==> src/rtl/orsw_pkg.sv <==
package orsw_pkg;

    localparam int NDIR = 4;

    typedef enum logic [1:0] {
        ST_BLANK = 2'd0,
        ST_SHIFT = 2'd1,
        ST_LIVE  = 2'd2
    } orsw_state_e;

    // candidates for one broken track: three other sides plus the cell
    function automatic int sw_cands(input int w);
        return 3 * w + 1;
    endfunction

    // candidates for one lookup-table input: all sides plus the cell
    function automatic int lut_cands(input int w);
        return NDIR * w + 1;
    endfunction

    function automatic int cfg_len(input int w, input int nl);
        return NDIR * sw_cands(w) + nl * lut_cands(w);
    endfunction

    function automatic int brk_track(input int d, input int phase, input int w);
        return (phase + d) % w;
    endfunction

    // k-th side other than d, counted upward with d skipped
    function automatic int other_side(input int d, input int k);
        return (k < d) ? k : k + 1;
    endfunction

    function automatic int opp_side(input int d);
        return (d + 2) % NDIR;
    endfunction

endpackage

==> src/rtl/orsw_orsel.sv <==
module orsw_orsel #(
    parameter int N = 4
) (
    input  logic [N-1:0] cand,
    input  logic [N-1:0] en,
    output logic         y
);
    // one-hot gating: any number of enables merge into an OR
    assign y = |(cand & en);
endmodule

==> src/rtl/orsw_cfg_chain.sv <==
module orsw_cfg_chain
    import orsw_pkg::*;
#(
    parameter int N = 16
) (
    input  logic         clk,
    input  logic         rst_n,
    input  logic         cfg_en,
    input  logic         cfg_din,
    output logic [N-1:0] cfg_q,
    output logic         cfg_dout,
    output logic         live
);
    orsw_state_e state_q, state_d;

    // state register
    always_ff @(posedge clk or negedge rst_n) begin
        if (!rst_n) state_q <= ST_BLANK;
        else        state_q <= state_d;
    end

    // transitions
    always_comb begin
        state_d = state_q;
        unique case (state_q)
            ST_BLANK: if (cfg_en)  state_d = ST_SHIFT;
            ST_SHIFT: if (!cfg_en) state_d = ST_LIVE;
            ST_LIVE:  if (cfg_en)  state_d = ST_SHIFT;
            default:               state_d = ST_BLANK;
        endcase
    end

    // outputs
    always_comb begin
        live = 1'b0;
        unique case (state_q)
            ST_BLANK: live = 1'b0;
            ST_SHIFT: live = 1'b0;
            ST_LIVE:  live = 1'b1;
            default:  live = 1'b0;
        endcase
    end

    // shift chain
    always_ff @(posedge clk or negedge rst_n) begin
        if (!rst_n)      cfg_q <= '0;
        else if (cfg_en) cfg_q <= {cfg_q[N-2:0], cfg_din};
    end

    assign cfg_dout = cfg_q[N-1];
endmodule

==> src/rtl/orsw_tile.sv <==
module orsw_tile
    import orsw_pkg::*;
#(
    parameter int W     = 4,
    parameter int PHASE = 0,
    parameter int NL    = 4
) (
    input  logic            clk,
    input  logic            rst_n,
    input  logic            cfg_en,
    input  logic            cfg_din,
    output logic            cfg_dout,
    input  logic [4*W-1:0]  trk_in,
    input  logic            cell_out,
    output logic [4*W-1:0]  trk_out,
    output logic [NL-1:0]   lut_in
);
    localparam int SWN      = sw_cands(W);
    localparam int LTN      = lut_cands(W);
    localparam int CFGN     = cfg_len(W, NL);
    localparam int LUT_BASE = NDIR * SWN;

    logic [CFGN-1:0] cfg_q;
    logic            live;

    orsw_cfg_chain #(.N(CFGN)) u_chain (
        .clk      (clk),
        .rst_n    (rst_n),
        .cfg_en   (cfg_en),
        .cfg_din  (cfg_din),
        .cfg_q    (cfg_q),
        .cfg_dout (cfg_dout),
        .live     (live)
    );

    genvar gd, gt, gj, gk;
    generate
        for (gd = 0; gd < NDIR; gd++) begin : g_side
            for (gt = 0; gt < W; gt++) begin : g_trk
                if (gt == brk_track(gd, PHASE, W)) begin : g_sw
                    logic [SWN-1:0] cand;
                    logic           y;
                    for (gj = 0; gj < 3 * W; gj++) begin : g_c
                        assign cand[gj] = trk_in[other_side(gd, gj / W) * W + gj % W];
                    end
                    assign cand[SWN-1] = cell_out;
                    orsw_orsel #(.N(SWN)) u_sel (
                        .cand (cand),
                        .en   (cfg_q[gd*SWN +: SWN]),
                        .y    (y)
                    );
                    assign trk_out[gd*W+gt] = y & live;
                end else begin : g_pass
                    assign trk_out[gd*W+gt] = trk_in[opp_side(gd)*W+gt] & live;
                end
            end
        end

        for (gk = 0; gk < NL; gk++) begin : g_lut
            logic y;
            orsw_orsel #(.N(LTN)) u_sel (
                .cand ({cell_out, trk_in}),
                .en   (cfg_q[LUT_BASE+gk*LTN +: LTN]),
                .y    (y)
            );
            assign lut_in[gk] = y & live;
        end
    endgenerate
endmodule

==> config.mk <==
export PLATFORM = sky130hd
export DESIGN_NAME = orsw_tile
export DESIGN_NICKNAME = d
export VERILOG_FILES = /design/src/rtl/orsw_pkg.sv /design/src/rtl/orsw_orsel.sv /design/src/rtl/orsw_cfg_chain.sv /design/src/rtl/orsw_tile.sv
export SDC_FILE = /design/constraint.sdc
export NUM_CORES = 1
export LEC_CHECK = 0
export ABC_CLOCK_PERIOD_IN_PS = 2000
export BUFFER_PORTS_ARGS = -buffer_cell sky130_fd_sc_hd__buf_2
export CAP_MARGIN = 25
export CORE_ASPECT_RATIO = 1.2
export CORE_MARGIN = 10
export CORE_UTILIZATION = 44
export DETAILED_ROUTE_END_ITERATION = 10
export MAX_ROUTING_LAYER = met4
export PLACE_DENSITY_LB_ADDON = 0.3
export SYNTH_ARGS = -nofsm -noshare
export SYNTH_HDL_FRONTEND = slang
export SYNTH_SLANG_ARGS = --single-unit
==> constraint.sdc <==
create_clock -name clk -period 2 [get_ports clk]
set_input_delay 0.1 -clock clk [delete_from_list [all_inputs] [get_ports clk]]
set_output_delay 0.1 -clock clk [all_outputs]
set_load 0.02 [all_outputs]
==> results of run 1 <==
[cell usage after synthesis (all sizes together) (4+ instances only)]
cell,number
nand2,8
a222oi,8
and2,12
mux2,120
dfrtp,122
buf,23
a22oi,24
a221oi,16
and3,4
a22o,8
clkbuf,5
a31oi,8
[how the worst max path moves through the flow]
| stage | start | to | slack, ps | cells after the start |
|---|---|---|---|---|
| global route | u_chain.state_q[0]$_DFFE_PN0P_ | lut_in[1] | 20 | 3 |
| global placement | u_chain.state_q[0]$_DFFE_PN0P_ | lut_in[1] | 480 | 3 |
| detailed placement | u_chain.state_q[0]$_DFFE_PN0P_ | lut_in[1] | 490 | 3 |
| floorplan | u_chain.cfg_q[119]$_DFFE_PN0P_ | lut_in[3] | 800 | 3 |
| finish | u_chain.state_q[0]$_DFFE_PN0P_ | trk_out[15] | 130 | 3 |
| CTS | u_chain.state_q[0]$_DFFE_PN0P_ | lut_in[1] | 30 | 3 |
[cell type report]
| class | instances | area (um^2) | area share, % |
|---|---|---|---|
| sequential | 122 | 3053 | 46.73 |
| multi-input combinational | 213 | 2352 | 36.01 |
| clock buffer | 23 | 498.0 | 7.623 |
| timing repair buffer | 51 | 356.6 | 5.459 |
| tap | 164 | 205.2 | 3.141 |
| clock inverter | 8 | 67.56 | 1.034 |
[per-stage QoR]
step	hold WS (ps)	setup WS [ps]	cell area [um^2]	util (%)
6_report	206.3	127.7	6533	51.80
5_1_grt	208.6	22.62	6533	51.80
4_1_cts	191.6	29.64	6533	51.80
3_5_place_dp	116.3	487.3	5947	47.15
3_3_place_gp	114.5	476.6	5947	47.15
2_1_floorplan	-195.6	795.5	5627	-
[layer usage]
layer  routed length (um)  part of all wire, %  track usage, %
met5                    0                    0               -
met4                  175                  1.3           5.893
met1                 6062                   46           22.16
met2                 6025                   46           23.39
met3                  885                  6.7           4.396
[power groups by stage]
stage | logic, mW | clock network [mW] | registers [mW]
floorplan | 0.664 | 0 | 2.92
global placement | 0.831 | 0 | 2.99
detailed placement | 0.853 | 0 | 2.99
CTS | 0.862 | 2.95 | 2.97
global route | 0.914 | 3.06 | 3.00
finish | 0.856 | 2.90 | 2.97
[registers in the layout (all words and copies together), names as in the netlist]
signal / cells
u_chain.cfg_q: 120
u_chain.state_q: 2
[repair_timing]
action	CTS	global route
hold buffers	2	0
buffers inserted	0	0
hold endpoints to repair	39	0
[cells in the final DEF, fill, tap and decap left out, drive strengths merged]
cell / count
clkbuf: 23
dlygate4sd3: 2
clkinv: 6
nand2: 8
a31oi: 8
a21oi: 1
and2: 12
nor2b: 1
a221oi: 16
nand2b: 2
bufinv: 1
a22o: 8
buf: 49
a22oi: 24
and3: 4
mux2: 120
a21boi: 1
dfrtp: 122
clkinvlp: 1
a222oi: 8
[cells by family after synthesis]
group / Yosys count / share of synthesized area (%)
AO/OA/AOI/OAI: 66 / 9.918
buffers and inverters: 28 / 3.936
flip-flops: 122 / 54.26
multiplexers: 120 / 29.22
AND/OR/NAND/NOR: 27 / 2.669
==> results_dict.tcl, run 1 <==
set metrics [dict create \
    vias 3333 \
    reg2reg_to "u_chain.state_q[1]$_DFFE_PN0P_" \
    cp-start-kind "register" \
    path_clk_slew_ps 50 \
    start_util_pct 44.61 \
    period_needed_ps 1872 \
    ff2ff_setup_slack_ps 820 \
    drtIter0Drc 302 \
    avgSynthCellArea_um2 15.50 \
    synth_edf_count 0 \
    crit_buf_inv 1 \
    fill_cells 1101 \
    clkSinkCount 122 \
    firstDrtPassIters 7 \
    cts_tree "done" \
    r2r_cells 2 \
    cts_made_buffers 17 \
    internal_power_mw 5.093 \
    maxSlewViolCount 0 \
    path_cells "nand2b_1, a31oi_1, buf_2" \
    die_y_um 143.9 \
    place.gp.congestion 0.8273 \
    worst_pin_slew_ps 605.0 \
    die_x_um 123.2 \
    cpMaxStageDelayCell "nand2b_1" \
    fin_crit_sh_pct 93.62 \
    p_leak_nw 3.252 \
    pwr-share-seq_pct 44.2 \
    portBuffers 41 \
    synthTopCellsByArea "dfrtp_1 54%, mux2_4 21%, mux2_2 8.4%, a22oi_1 3.2%, buf_6 2.8%" \
    grt_usage_pct 16.47 \
    p_sw_share_pct 24.20 \
    combPwrFrac_pct 12.7 \
    ctsHtreeMaxLevel 4 \
    critical_path.max_fanout 9 \
    row_count 45 \
    grt-ovfl-total 0 \
    fmax_mhz 534.1 \
    wl_per_cell_um 22.63 \
    drc 0 \
    synth_top_area_share_pct 54.26 \
    slowest_delay_ps 430 \
    final_nets 426 \
    required_ps 1900 \
    setup_viol 0 \
    critPathKind "register to output pin" \
    post-place-cells 548 \
    synthCells 363 \
    grt_max_degree 55 \
    clockBufferDepth 2 \
    rsz0062_at_grt "false" \
    synth_top_area_cell "dfrtp_1" \
    ant_nets 0 \
    drive_above_1_share_pct 48.92 \
    crit_family "simple AND/OR/NAND/NOR gates" \
    power_frac_clock_pct 43.1 \
    total_power_mw 6.719 \
    p_per_area_nw_per_um2 1029 \
    yosysWarnings 0 \
    skew_ps 4.545 \
    cap_violations 0 \
    clock-root-buffer "clkbuf_16" \
    layoutNonFillerInstCount 581 \
    netlist_area_um2 5627 \
    ys_seq_area_share_pct 54.26 \
    dp_hpwl_mm 8.283 \
    synth_flop_cell "dfrtp_1" \
    clk_latency_ps 420 \
    synth-async-reset-ratio_pct 100.0 \
    hold_viol 0 \
    core_area_um2 12610 \
    status "completed" \
    peakVddDrop_mv 0.5794 \
    hold_path.class "input pin to async pin" \
    antenna_cells 0 \
    reg2reg_from "u_chain.state_q[0]$_DFFE_PN0P_" \
    yosysUniqueCellTypes 20 \
    via_per_inst 5.737 \
    syn-num-nets 384 \
    end_kind "output pin" \
    grt_pass1_wl_mm 21.09 \
    p_switching_mw 1.626 \
    pin_count 42 \
    synth_seq_cells 122 \
    cts_resized 0 \
    grt_pass1_vias 3656 \
    critPathArrivalTime_ps 1770 \
    max_slew_margin_pct 59.67 \
    fp.dieArea_um2 17730 \
    area_delta_synth_final_pct 16.10 \
    antenna_found_initial 0 \
    wl_mm 13.15 \
    tns_ps 0 \
]
No activity file was read; power rests on OpenSTA's default activity.
==> run 2: changes to the inputs <==
--- a/config.mk
+++ b/config.mk
@@ -12,6 +12,7 @@
 export CORE_MARGIN = 10
 export CORE_UTILIZATION = 44
 export DETAILED_ROUTE_END_ITERATION = 10
+export GPL_TIMING_DRIVEN = 0
 export MAX_ROUTING_LAYER = met4
 export PLACE_DENSITY_LB_ADDON = 0.3
 export SYNTH_ARGS = -nofsm -noshare
==> constraint.sdc (replaced) <==
create_clock -name clk -period 2 [get_ports clk]
set_input_delay 0.1 -clock clk [delete_from_list [all_inputs] [get_ports clk]]
set_output_delay 0.1 -clock clk [all_outputs]
set_load 0.1 [all_outputs]
==> run 2 against run 1 <==
Maximum frequency is 1.0% lower. Setup slack worse by 19 ps. Sequential cell count stayed put. Critical path depth is 1 higher. Routed wire length is 3.0% higher. Power is 2.2% higher. Critical endpoint is now trk_out[10]. Largest cell class unchanged. Largest power group unchanged.
==> results_dict.tcl, run 2 (synthesis results as in run 1) <==
set metrics [dict create \
    status "completed" \
    final_cell_mix "122 x dfrtp_1, 78 x mux2_4, 42 x mux2_2" \
    crit_family "buffers and inverters" \
    antenna_cells 0 \
    period_needed_ps 1891 \
    grt_pass1_wl_mm 21.15 \
    clkSinkCount 122 \
    worst_pin_slew_ps 690.1 \
    dp_hpwl_mm 8.490 \
    vias 3407 \
    start_util_pct 44.61 \
    drtIter0Drc 223 \
    wl_per_cell_um 22.96 \
    fp.dieArea_um2 17730 \
    slowest_delay_ps 400 \
    cap_violations 0 \
    via_per_inst 5.775 \
    holdPathEnd "u_chain.cfg_q[71]$_DFFE_PN0P_" \
    clock-root-buffer "clkbuf_16" \
    die_y_um 143.9 \
    drive_above_1_share_pct 50.00 \
    hold_path.class "input pin to register" \
    pin_count 42 \
    fin_crit_sh_pct 94.57 \
    ff2ff_setup_slack_ps 930 \
    max_slew_margin_pct 53.99 \
    hold_viol 0 \
    final_nets 434 \
    critical_path.max_fanout 9 \
    peakVddDrop_mv 0.4890 \
    grt-ovfl-total 0 \
    ant_nets 0 \
    total_power_mw 6.868 \
    fmax_mhz 528.7 \
    layoutNonFillerInstCount 590 \
    critPathArrivalTime_ps 1790 \
    reg2reg_to "u_chain.state_q[1]$_DFFE_PN0P_" \
    largest_reg_flops 120 \
    cp-start-kind "register" \
    path_cells "nand2b_1, clkbuf_2, a31oi_1, buf_4" \
    grt_max_degree 63 \
    area_delta_synth_final_pct 19.08 \
    antenna_found_initial 0 \
    cpMaxStageDelayCell "dfrtp_1" \
    grt_pass1_vias 3754 \
    pre_cts_ws_ps 202.1 \
    clk_latency_ps 420 \
    setup_viol 0 \
    p_per_area_nw_per_um2 1025 \
    ctsHtreeMaxLevel 4 \
    portBuffers 28 \
    end_kind "output pin" \
    wl_mm 13.55 \
    crit_buf_inv 2 \
    place.gp.congestion 0.7766 \
    skew_ps 12.99 \
    cts_tree "done" \
    reg2reg_from "u_chain.state_q[0]$_DFFE_PN0P_" \
    maxSlewViolCount 0 \
    core_area_um2 12610 \
    postCtsSetupBuffers 0 \
    die_x_um 123.2 \
    grt_usage_pct 16.42 \
    firstDrtPassIters 6 \
    post-place-cells 556 \
    r2r_cells 3 \
    rsz0062_at_grt "false" \
    path_clk_slew_ps 50 \
    fin_ws_ps 108.5 \
    largest_registers "u_chain.cfg_q x120, u_chain.state_q x2" \
    holdPathStages 3 \
    cts_made_buffers 17 \
    hold_ws_ps 237.0 \
    required_ps 1900 \
    clockBufferDepth 2 \
    row_count 45 \
    drc 0 \
    largest-register "u_chain.cfg_q" \
    final_common_cell "dfrtp_1" \
    worstHoldStart "cfg_en" \
    p_leak_nw 3.281 \
    critPathKind "register to output pin" \
]
[run 2: cell types whose count changed in the layout (fill, tap and decap cells not counted), sizes merged]
| cell | previous run | this run |
|---|---|---|
| clkbuf | 23 | 40 |
| clkinv | 6 | 5 |
| buf | 49 | 42 |
[run 2: area by class of cell]
type / instances / area (um^2)
Buffer: 28 / 222.7
Clock inverter: 7 / 62.56
Multi-Input combinational cell: 213 / 2384
Fill cell: 1070 / 5912
Sequential cell: 122 / 3053
Tap cell: 164 / 205.2
Clock buffer: 25 / 515.5
Timing Repair Buffer: 31 / 257.7
[run 2: power by group]
part / total (mW) / switching (mW) / internal, mW
clock: 2.93 / 1.04 / 1.89
sequential: 2.97 / 0.240 / 2.73
combinational: 0.967 / 0.436 / 0.531
[run 2: per-stage QoR]
| stage | util [%] | instance area [um^2] | setup TNS [ps] |
|---|---|---|---|
| 2_1_floorplan | - | 5639 | -2514 |
| 3_3_place_gp | 47.45 | 5984 | -76030 |
| 5_1_grt | 53.13 | 6700 | 0 |
| 6_report | 53.13 | 6700 | 0 |
| 3_5_place_dp | 47.72 | 6018 | 0 |
| 4_1_cts | 52.77 | 6655 | -70.72 |
[run 2: worst min-delay path, delay by kind of cell]
family	cells	cell delay (ps)
mux	1	170
buf+inv	2	330
[run 2: timing repair]
action | 4_1_cts | 5_1_grt
hold buffers | 2 | 0
gates resized for setup | 13 | 15
setup endpoints to repair | 8 | 18
endpoints found under the hold margin | 61 | 0
[run 2: worst max-delay path by stage]
stage	slack, ps	to	startpoint	cells after the start
6_report	110	trk_out[10]	u_chain.state_q[0]$_DFFE_PN0P_	4
3_5_place_dp	200	lut_in[1]	cell_out	5
4_1_cts	-40	lut_in[1]	u_chain.state_q[0]$_DFFE_PN0P_	4
2_1_floorplan	-360	lut_in[3]	u_chain.cfg_q[119]$_DFFE_PN0P_	3
5_1_grt	7	trk_out[7]	u_chain.state_q[0]$_DFFE_PN0P_	4
3_3_place_gp	-630	u_chain.cfg_q[60]$_DFFE_PN0P_	rst_n	1
[run 2: metal layers]
metal	vias up	global-route usage (%)	wire length, um
li1	1477	-	-
met1	1796	21.36	6093
met2	113	23.86	6438
met3	21	4.199	711
met4	0	6.814	305
met5	-	-	0
==> run 3: changes to the inputs <==
--- a/config.mk
+++ b/config.mk
@@ -17,4 +17,5 @@
 export PLACE_DENSITY_LB_ADDON = 0.3
 export SYNTH_ARGS = -nofsm -noshare
 export SYNTH_HDL_FRONTEND = slang
+export SYNTH_HIERARCHICAL = 1
 export SYNTH_SLANG_ARGS = --single-unit
==> run 3 against run 2 <==
Clock skew down 5.3 ps. Sequential share of layout area down 0.73 points. Synthesized area down 0.36%. Global-route usage about the same. Critical path depth up 2. Via count down 1.8%. Cell area up 1.6%. Sequential cell count unchanged. Clock-buffer cell count down 2. Worst hold slack worse by 59 ps. Largest power group is now the clock network.
==> results_dict.tcl, run 3 <==
set metrics [dict create \
    status "completed" \
    wl_per_cell_um 21.97 \
    row_count 45 \
    worst_pin_slew_ps 501.6 \
    fp.dieArea_um2 17680 \
    cts_made_buffers 17 \
    critical_path.max_fanout 3 \
    yosys-top-cells-count "122 x dfrtp_1, 78 x mux2_4, 42 x mux2_2" \
    synth_most_common_cell "dfrtp_1" \
    synthCells 359 \
    firstDrtPassIters 7 \
    netlist_area_um2 5607 \
    post-route-util_pct 54.23 \
    hold_path.class "input pin to async pin" \
    portBuffers 40 \
    final_common_cell "dfrtp_1" \
    ys_seq_area_share_pct 54.45 \
    clk_latency_ps 400 \
    dp_hpwl_mm 8.330 \
    area_delta_synth_final_pct 21.45 \
    clkSinkCount 122 \
    clock-root-buffer "clkbuf_16" \
    grt-ovfl-total 0 \
    ctsHtreeMaxLevel 4 \
    pin_count 42 \
    wl_mm 13.21 \
    end_kind "output pin" \
    vias 3345 \
    critPathKind "register to output pin" \
    drtIter0Drc 249 \
    final_nets 446 \
    grt_pass1_vias 3690 \
    synth_edf_count 0 \
    synth-async-reset-ratio_pct 100.0 \
    synth_seq_cells 122 \
    setup_viol 0 \
    final_area_um2 6809 \
    die_x_um 123.0 \
    synthTopCellsByArea "dfrtp_1 54%, mux2_4 21%, mux2_2 8.4%, a22oi_1 3.7%, buf_6 2.2%" \
    synth_flop_cell "dfrtp_1" \
    synth_top_area_cell "dfrtp_1" \
    wl_met3_um 697 \
    fin_ws_ps 74.13 \
    place_area_um2 6047 \
    p_leak_nw 3.357 \
    p_per_area_nw_per_um2 1009 \
    start_util_pct 44.65 \
    clockBufferDepth 2 \
    cp-start-kind "register" \
    cap_violations 0 \
    ant_nets 0 \
    drive_above_1_share_pct 51.95 \
    grt_pass1_wl_mm 21.25 \
    slowest_delay_ps 400 \
    skew_ps 7.690 \
    tns_ps 0 \
    fin_crit_sh_pct 96.29 \
    drt-met1-wl_mm 5.819 \
    core_area_um2 12560 \
    antenna_cells 0 \
    period_needed_ps 1926 \
    largest_reg_flops 120 \
    antenna_found_initial 0 \
    largest_registers "u_chain/cfg_q x120, u_chain/state_q x2" \
    highest_layer "met4" \
    hold_viol 0 \
    synth_top_area_share_pct 54.45 \
    syn-num-nets 380 \
    place.gp.congestion 0.8083 \
    maxSlewViolCount 0 \
    yosysUniqueCellTypes 21 \
    wl_met2_mm 6.449 \
    peakVddDrop_mv 0.6719 \
    fmax_mhz 519.2 \
    layoutNonFillerInstCount 601 \
    cts_tree "done" \
    grt_max_degree 79 \
    path_cells "a22o_1, a221oi_2, and3_1, nand3_2, and2_4, buf_12" \
    grt_usage_pct 16.39 \
    total_power_mw 6.871 \
    hold_ws_ps 177.7 \
    drc 0 \
    via_per_inst 5.566 \
    cpMaxStageDelayCell "dfrtp_1" \
    required_ps 1900 \
    final_cell_mix "122 x dfrtp_1, 78 x mux2_4, 42 x mux2_2" \
    max_slew_margin_pct 66.79 \
    avgSynthCellArea_um2 15.62 \
    largest-register "u_chain/cfg_q" \
    die_y_um 143.7 \
    path_clk_slew_ps 50 \
    yosysWarnings 6 \
    critPathArrivalTime_ps 1830 \
    pre_cts_ws_ps 368.5 \
    post-place-cells 564 \
]
## run 3: layout make-up
class / count / area, um^2
tap: 164 / 205.2
fill: 1018 / 5747
clock buffer: 23 / 478.0
sequential: 122 / 3053
clock inverter: 8 / 117.6
multi-input combinational: 220 / 2432
buffer: 17 / 156.4
timing repair buffer: 47 / 366.6
## run 3: worst paths after layout
| path | start | to | slack (ps) | cells after the start |
|---|---|---|---|---|
| min reg2reg | u_chain/state_q[1]$_DFFE_PN0P_ | u_chain/state_q[0]$_DFFE_PN0P_ | 510 | 1 |
| max in group asynchronous | rst_n | u_chain/cfg_q[56]$_DFFE_PN0P_ | 1080 | 3 |
| min | rst_n | u_chain/cfg_q[107]$_DFFE_PN0P_ | 180 | 2 |
| min in group clk | cfg_en | u_chain/cfg_q[112]$_DFFE_PN0P_ | 250 | 3 |
| max reg2reg | u_chain/cfg_q[89]$_DFFE_PN0P_ | u_chain/cfg_q[89]$_DFFE_PN0P_ | 1090 | 2 |
| max | u_chain/cfg_q[106]$_DFFE_PN0P_ | lut_in[3] | 70 | 6 |
## run 3: logic make-up after synthesis
| kind of cell | Yosys count | synth area share, % |
|---|---|---|
| buf+inv | 17 | 2.790 |
| compound gates | 57 | 8.882 |
| simple gates | 42 | 4.396 |
| mux | 120 | 29.32 |
| xor+xnor | 1 | 0.1562 |
| flops | 122 | 54.45 |
## run 3: metal layers
metal,GRT usage [%],vias to the layer above
met4,5.770,0
met2,25.77,91
met5,-,-
li1,-,1502
met3,3.179,12
met1,20.73,1740
## run 3: worst max-delay path, delay by kind of cell, from the launching register on
family	cells	cell delay [ps]
and+or+nand+nor	3	470
DFF	1	400
AOI/OAI and AO/OA	2	390
buffers and inverters	1	160
## run 3: repair_timing
action,CTS,global route
buffers inserted,0,4
hold endpoints to repair,45,0
resized for setup,6,30
endpoints found under the setup margin,4,8
pin swaps,0,10
hold buffers,2,0
## run 3: power breakdown
part           switching [mW]  leakage, nW  internal (mW)
combinational           0.479         1.41          0.396
sequential              0.194         1.65           2.73
clock                    1.03        0.293           2.04
total                    1.70         3.36           5.17
